`src/rtl/spd_pkg.sv`:
```
package spd_pkg;
  localparam int NSEQ = 3;
  localparam int SEQ_W = 2;
endpackage

```
`src/rtl/spd_sample_counter.sv`:
```
module spd_sample_counter #(
  parameter int TW = 16
) (
  input  logic          clk,
  input  logic          rst_n,
  input  logic          in_valid,
  output logic [TW-1:0] count
);
  logic [TW-1:0] cnt_q, cnt_d;

  always_comb begin
    cnt_d = cnt_q;
    if (in_valid) cnt_d = cnt_q + 1'b1;
  end

  always_ff @(posedge clk or negedge rst_n) begin
    if (!rst_n) cnt_q <= '0;
    else        cnt_q <= cnt_d;
  end

  assign count = cnt_q;
endmodule

```
`src/rtl/spd_power_avg.sv`:
```
module spd_power_avg #(
  parameter int PW        = 16,
  parameter int AVG_LOG2  = 7,
  parameter int THR_SHIFT = 2,
  parameter int CW        = 24
) (
  input  logic          clk,
  input  logic          rst_n,
  input  logic          in_valid,
  input  logic [PW-1:0] pwr_in,
  output logic [CW-1:0] thresh
);
  localparam int DEPTH = 1 << AVG_LOG2;
  localparam int SW    = PW + AVG_LOG2;

  logic [PW-1:0]       hist [DEPTH];
  logic [AVG_LOG2-1:0] wr_q, wr_d;
  logic [SW-1:0]       sum_q, sum_d;
  logic [PW-1:0]       mean;

  // running sum: add newest sample, drop the one it overwrites
  always_comb begin
    wr_d  = wr_q;
    sum_d = sum_q;
    if (in_valid) begin
      wr_d  = wr_q + 1'b1;
      sum_d = sum_q + SW'(pwr_in) - SW'(hist[wr_q]);
    end
  end

  always_ff @(posedge clk or negedge rst_n) begin
    if (!rst_n) begin
      wr_q  <= '0;
      sum_q <= '0;
      for (int i = 0; i < DEPTH; i++) hist[i] <= '0;
    end else begin
      wr_q  <= wr_d;
      sum_q <= sum_d;
      if (in_valid) hist[wr_q] <= pwr_in;
    end
  end

  assign mean   = sum_q[SW-1:AVG_LOG2];
  assign thresh = CW'(mean) << THR_SHIFT;
endmodule

```
`src/rtl/spd_max_pick.sv`:
```
module spd_max_pick #(
  parameter int N  = 3,
  parameter int CW = 24,
  parameter int IW = 2
) (
  input  logic [N-1:0][CW-1:0] vals,
  output logic [CW-1:0]        max_val,
  output logic [IW-1:0]        max_idx
);
  // strict compare keeps the lower index on equal values
  always_comb begin
    max_val = vals[0];
    max_idx = '0;
    for (int i = 1; i < N; i++) begin
      if (vals[i] > max_val) begin
        max_val = vals[i];
        max_idx = IW'(i);
      end
    end
  end
endmodule

```
`src/rtl/spd_peak_search.sv`:
```
module spd_peak_search
  import spd_pkg::*;
#(
  parameter int CW      = 24,
  parameter int TW      = 16,
  parameter int WIN_LEN = 10
) (
  input  logic                   clk,
  input  logic                   rst_n,
  input  logic                   in_valid,
  input  logic [NSEQ-1:0][CW-1:0] corr,
  input  logic [CW-1:0]          thresh,
  input  logic [TW-1:0]          count,
  output logic                   det_strobe,
  output logic [CW-1:0]          peak_pwr,
  output logic [SEQ_W-1:0]       peak_seq,
  output logic [TW-1:0]          peak_time
);
  localparam int LW = $clog2(WIN_LEN + 1);

  logic             srch_q, srch_d;
  logic [LW-1:0]    left_q, left_d;
  logic [CW-1:0]    best_q, best_d;
  logic [SEQ_W-1:0] bidx_q, bidx_d;
  logic [TW-1:0]    btim_q, btim_d;
  logic             stb_d, stb_q;
  logic [CW-1:0]    opwr_q, opwr_d;
  logic [SEQ_W-1:0] oseq_q, oseq_d;
  logic [TW-1:0]    otim_q, otim_d;

  logic [CW-1:0]    cand;
  logic [SEQ_W-1:0] cand_idx;
  logic             start, better, last;

  spd_max_pick #(.N(NSEQ), .CW(CW), .IW(SEQ_W)) u_pick (
    .vals    (corr),
    .max_val (cand),
    .max_idx (cand_idx)
  );

  always_comb begin
    start  = !srch_q && in_valid && (cand > thresh);
    better = srch_q && in_valid && (cand > best_q);
    last   = (start && (WIN_LEN == 1)) ||
             (srch_q && in_valid && (left_q == LW'(1)));

    srch_d = srch_q;
    left_d = left_q;
    best_d = best_q;
    bidx_d = bidx_q;
    btim_d = btim_q;
    if (start || better) begin
      best_d = cand;
      bidx_d = cand_idx;
      btim_d = count;
    end
    if (start) begin
      srch_d = 1'b1;
      left_d = LW'(WIN_LEN - 1);
    end else if (srch_q && in_valid) begin
      left_d = left_q - 1'b1;
    end
    if (last) srch_d = 1'b0;

    stb_d  = last;
    opwr_d = opwr_q;
    oseq_d = oseq_q;
    otim_d = otim_q;
    if (last) begin
      opwr_d = best_d;
      oseq_d = bidx_d;
      otim_d = btim_d;
    end
  end

  always_ff @(posedge clk or negedge rst_n) begin
    if (!rst_n) begin
      srch_q <= 1'b0;
      left_q <= '0;
      best_q <= '0;
      bidx_q <= '0;
      btim_q <= '0;
      stb_q  <= 1'b0;
      opwr_q <= '0;
      oseq_q <= '0;
      otim_q <= '0;
    end else begin
      srch_q <= srch_d;
      left_q <= left_d;
      best_q <= best_d;
      bidx_q <= bidx_d;
      btim_q <= btim_d;
      stb_q  <= stb_d;
      opwr_q <= opwr_d;
      oseq_q <= oseq_d;
      otim_q <= otim_d;
    end
  end

  assign det_strobe = stb_q;
  assign peak_pwr   = opwr_q;
  assign peak_seq   = oseq_q;
  assign peak_time  = otim_q;
endmodule

```
`src/rtl/sync_peak_detector.sv`:
```
module sync_peak_detector
  import spd_pkg::*;
#(
  parameter int CW        = 24,
  parameter int PW        = 16,
  parameter int TW        = 16,
  parameter int AVG_LOG2  = 7,
  parameter int THR_SHIFT = 2,
  parameter int WIN_LEN   = 10
) (
  input  logic          clk,
  input  logic          rst_n,
  input  logic          in_valid,
  input  logic [CW-1:0] corr_a,
  input  logic [CW-1:0] corr_b,
  input  logic [CW-1:0] corr_c,
  input  logic [PW-1:0] pwr_in,
  output logic          det_strobe,
  output logic [CW-1:0] peak_pwr,
  output logic [1:0]    peak_seq,
  output logic [TW-1:0] peak_time
);
  logic [1:0]            rst_sync;
  logic                  rst_int_n;
  logic [CW-1:0]         thresh;
  logic [TW-1:0]         count;
  logic [NSEQ-1:0][CW-1:0] corr;

  // asynchronous assert, synchronous release
  always_ff @(posedge clk or negedge rst_n) begin
    if (!rst_n) rst_sync <= 2'b00;
    else        rst_sync <= {rst_sync[0], 1'b1};
  end
  assign rst_int_n = rst_sync[1];

  assign corr = {corr_c, corr_b, corr_a};

  spd_sample_counter #(.TW(TW)) u_cnt (
    .clk      (clk),
    .rst_n    (rst_int_n),
    .in_valid (in_valid),
    .count    (count)
  );

  spd_power_avg #(.PW(PW), .AVG_LOG2(AVG_LOG2), .THR_SHIFT(THR_SHIFT), .CW(CW)) u_avg (
    .clk      (clk),
    .rst_n    (rst_int_n),
    .in_valid (in_valid),
    .pwr_in   (pwr_in),
    .thresh   (thresh)
  );

  spd_peak_search #(.CW(CW), .TW(TW), .WIN_LEN(WIN_LEN)) u_search (
    .clk        (clk),
    .rst_n      (rst_int_n),
    .in_valid   (in_valid),
    .corr       (corr),
    .thresh     (thresh),
    .count      (count),
    .det_strobe (det_strobe),
    .peak_pwr   (peak_pwr),
    .peak_seq   (peak_seq),
    .peak_time  (peak_time)
  );
endmodule

```
`config.mk`:
```
export PLATFORM = sky130hd
export DESIGN_NAME = sync_peak_detector
export DESIGN_NICKNAME = d
export VERILOG_FILES = /design/src/rtl/spd_pkg.sv /design/src/rtl/spd_sample_counter.sv /design/src/rtl/spd_power_avg.sv /design/src/rtl/spd_max_pick.sv /design/src/rtl/spd_peak_search.sv /design/src/rtl/sync_peak_detector.sv
export SDC_FILE = /design/constraint.sdc
export NUM_CORES = 2
export LEC_CHECK = 0
export CAP_MARGIN = 20
export CORE_MARGIN = 10
export CORE_UTILIZATION = 25
export CTS_CLUSTER_DIAMETER = 150
export CTS_CLUSTER_SIZE = 20
export DETAILED_ROUTE_END_ITERATION = 12
export PLACE_DENSITY_LB_ADDON = 0.15
export SLEW_MARGIN = 20
export SYNTH_ARGS = -nofsm -noshare
export SYNTH_HDL_FRONTEND = slang
export SYNTH_SLANG_ARGS = --single-unit
```
`constraint.sdc`:
```
create_clock -name clk -period 73.5 [get_ports clk]
set_input_delay 11.025 -clock clk [delete_from_list [all_inputs] [get_ports clk]]
set_output_delay 11.025 -clock clk [all_outputs]
set_load 0.1 [all_outputs]
```
==> results.sh <==
export IMPL_status="complete, no violations"
export IMPL_slowest_stage="nor4_1"
export IMPL_grt_max_degree=177
export IMPL_finalPower_uw=3553
export IMPL_fin_cells=13770
export IMPL_powerDensity_nw_per_um2=33.54
export IMPL_tightest_slew_ns=1.303
export IMPL_fillers=39870
export IMPL_cts_root_buf="clkbuf_16"
export IMPL_cts_hold_buf=0
export IMPL_ys_flop_type="dfrtp_1"
export IMPL_syn2layout_area_growth_pct=10.75
export IMPL_fmax_mhz=50.83
export IMPL_worstPathRequired_ns=74.21
export IMPL_fin_crit_sh_pct=26.76
export IMPL_syn_nets=9214
export IMPL_drtIter0Drc=6270
export IMPL_layout_nets=8920
export IMPL_rr_worst_depth=23
export IMPL_skew_ns=0.06704
export IMPL_clock_latency_ns=0.86
export IMPL_synthAdderAreaFrac_pct=1.839
export IMPL_final_max_slew_viol_count=0
export IMPL_cp_endpoint="u_search.btim_q[5]"
export IMPL_ys_ff_latch=2186
export IMPL_io_pins=134
export IMPL_dp_hpwl_mm=233.4
export IMPL_viasPerCell=5.157
export IMPL_synth_edf_count=0
export IMPL_die_x_um=638.6
export IMPL_row_count=227
export IMPL_grt_pass1_vias=71900
export IMPL_io_buffer_count=133
export IMPL_cp_num_buf_inv=5
export IMPL_dieArea_sq_um=407800
export IMPL_ant_nets=0
export IMPL_arrival_ns=20.38
export IMPL_cp_max_fo=40
export IMPL_dp_cells=13610
export IMPL_rsz0062_at_grt="no"
export IMPL_detail_route_wl_per_cell_um=28.37
export IMPL_synth_compound_area_share_pct=18.77
export IMPL_die_y_um=638.6
export IMPL_ff_latch_area_sq_um=54720
export IMPL_synthCells=8992
export IMPL_drt_wl_total_mm=390.6
export IMPL_max_stage_delay_ns=0.67
export IMPL_drt_first_pass_iters=6
export IMPL_synthMuxAreaShare_pct=9.075
export IMPL_synth_async_reset_ratio_pct=100.0
export IMPL_r2r_slack_ns=64.28
export IMPL_fin_tns_setup_ns=0
export IMPL_cp_depth=29
export IMPL_p_leak_uw=0.04566
export IMPL_multiInputGateArea_sq_um=37440
export IMPL_cts_tree="built"
export IMPL_yosys_warnings=0
export IMPL_startpoint="corr_a[22]"
export IMPL_gp_congestion=0.8408
export IMPL_min_path_type="register to register"
export IMPL_cts_inserted_buffers=119
export IMPL_grt_overflow=0
export IMPL_hold_violations=0
export IMPL_drc=0
export IMPL_startpoint_type="input port"
export IMPL_grt_usage_pct=18.57
export IMPL_syn_area_sq_um=95670
export IMPL_r2r_end="u_avg.sum_q[22]"
export IMPL_synth_avg_cell_area_sq_um=10.64
export IMPL_htreeDepth=3
export IMPL_cts_num_sinks=2186
export IMPL_cts_buffer_depth=3
export IMPL_start_util_pct=25.06
export IMPL_relSlewSlack_pct=12.20
export IMPL_peakVddDrop_mv=0.03272
export IMPL_finalSetupViolCount=0
export IMPL_clk_pin_slew_ns=0.09
export IMPL_crit_path_frequent_cell="nand4_1"
export IMPL_critical_path_class="input port to register"
export IMPL_grt_pass1_wl_mm=558.2
export IMPL_finish_utilization_pct=27.76
export IMPL_antenna_found_initial=30
export IMPL_cts_resized_gates=0
export IMPL_reg2reg_from="u_avg.wr_q[2]"
export IMPL_cap_violations=0
export IMPL_postCtsSetupBuffers=0
export IMPL_post_route_min_period_ns=19.67
export IMPL_synth_top_family_by_area="compound AO/OA/AOI/OAI gates"
export IMPL_vias=71000
export IMPL_seq_area_frac_synth_pct=57.18
export IMPL_yosys_area_share_simple_pct=8.845
export IMPL_yosysUniqueCellTypes=73
export IMPL_crit_family="compound AO/OA/AOI/OAI gates"
export IMPL_coreArea_sq_um=381700
export IMPL_synthXorXnorAreaFrac_pct=0.3662
export IMPL_end_kind="register"
export IMPL_layout_drive_gt1_share_pct=14.54
-- report_power, final --
| group | switching, uW | internal [uW] |
|---|---|---|
| clock | 425 | 296 |
| sequential | 127 | 1420 |
| combinational | 926 | 360 |
| total | 1480 | 2070 |
-- sequential cells by signal (all words and copies together) (netlist names) --
name	flops
u_avg.hist	2048
u_search.peak_seq	2
u_cnt.count	16
u_search.bidx_q	2
u_search.btim_q	16
u_search.left_q	4
u_search.srch_q	1
u_search.best_q	24
rst_sync	2
u_avg.wr_q	7
u_search.peak_pwr	24
u_avg.sum_q	23
u_search.peak_time	16
u_search.det_strobe	1
-- routing by layer --
| layer | vias to the layer above | global-route usage [%] | routed length, um |
|---|---|---|---|
| li1 | 31480 | - | - |
| met1 | 37340 | 26.50 | 183300 |
| met2 | 1787 | 29.82 | 177200 |
| met3 | 390 | 2.535 | 20020 |
| met4 | 4 | 4.375 | 10030 |
| met5 | - | 0 | 27 |
-- kinds of logic after synthesis --
family	Yosys count
flip-flops	2186
adder cells (fa/ha/maj)	131
other	1
multiplexers	767
buffers and inverters	977
AO/OA/AOI/OAI	2851
XOR/XNOR	40
AND/OR/NAND/NOR	2039
-- cell usage after synthesis, types with 9 or more instances --
cell	n	area [sq um]
a221oi_1	188	1647
clkinv_1	15	56.30
a21oi_1	89	445.4
inv_1	117	439.2
nand3_1	71	355.3
o211ai_1	69	518.0
a21o_1	13	97.59
fa_1	16	320.3
mux2i_1	27	270.3
a31oi_1	147	919.6
mux2_4	9	135.1
nor4_1	30	187.7
o21ai_0	1432	7167
a22oi_1	649	4872
nor3_1	19	95.09
and3_1	10	62.56
a211oi_1	9	67.56
a22o_1	189	1655
xnor2_1	27	236.5
xor2_1	13	113.9
ha_1	115	1439
nand4_1	163	1020
buf_2	32	160.2
buf_1	89	334.1
nand2b_1	9	56.30
clkbuf_1	712	2673
dfrtp_1	2186	54700
nand2_1	1576	5916
buf_4	11	82.58
mux2_2	727	8187
nor2_1	114	427.9
-- metrics by stage --
step           setup slack [ns]  hold WS, ns  area, sq um
3_3_place_gp              53.19       0.3390       102700
6_report                  53.83       0.3576       106000
5_1_grt                   53.55       0.3697       105900
2_1_floorplan             8.052       0.3312        95670
3_5_place_dp              53.14       0.3387       102700
4_1_cts                   54.04       0.3618       105900
-- final cells by class --
class / count / area share (%)
Inverter: 132 / 0.4889
Tap cell: 5038 / 5.949
Clock buffer: 126 / 2.885
Sequential cell: 2186 / 51.64
Multi-Input combinational cell: 5829 / 35.34
Timing Repair Buffer: 430 / 3.560
Clock inverter: 6 / 0.09683
Antenna cell: 19 / 0.04487
-- worst min-delay path by stage --
stage	from	endpoint	slack, ns	cells after the start
3_3_place_gp	rst_sync[0]	rst_sync[1]	0.34	0
5_1_grt	rst_sync[0]	rst_sync[1]	0.37	0
2_1_floorplan	rst_sync[0]	rst_sync[1]	0.33	0
4_1_cts	rst_sync[0]	rst_sync[1]	0.36	0
6_report	rst_sync[0]	rst_sync[1]	0.36	0
3_5_place_dp	rst_sync[0]	rst_sync[1]	0.34	0
-- layout by cell type, fill, tap and decap left out, drive strengths merged, types with 8 or more instances in the layout --
cell type	netlist	final
or4	8	8
o21ai	1435	1435
nor2	114	114
nand2	1577	1577
nor2b	8	8
mux2i	27	27
a221oi	188	188
nand3	71	71
a21o	13	13
a22o	189	189
and2	12	12
buf	133	314
a22oi	649	649
nand4	163	163
nor4	31	31
ha	115	115
a21oi	89	89
xnor2	27	27
o21a	8	8
mux2	736	736
o211ai	70	70
clkbuf	712	127
fa	16	16
a211oi	9	9
dfrtp	2186	2186
nand2b	9	9
clkinv	15	14
a31oi	147	147
xor2	13	13
diode	0	19
clkdlybuf4s50	0	115
and3	10	10
inv	117	123
nor3	19	19
(Power assumes the default switching activity.)
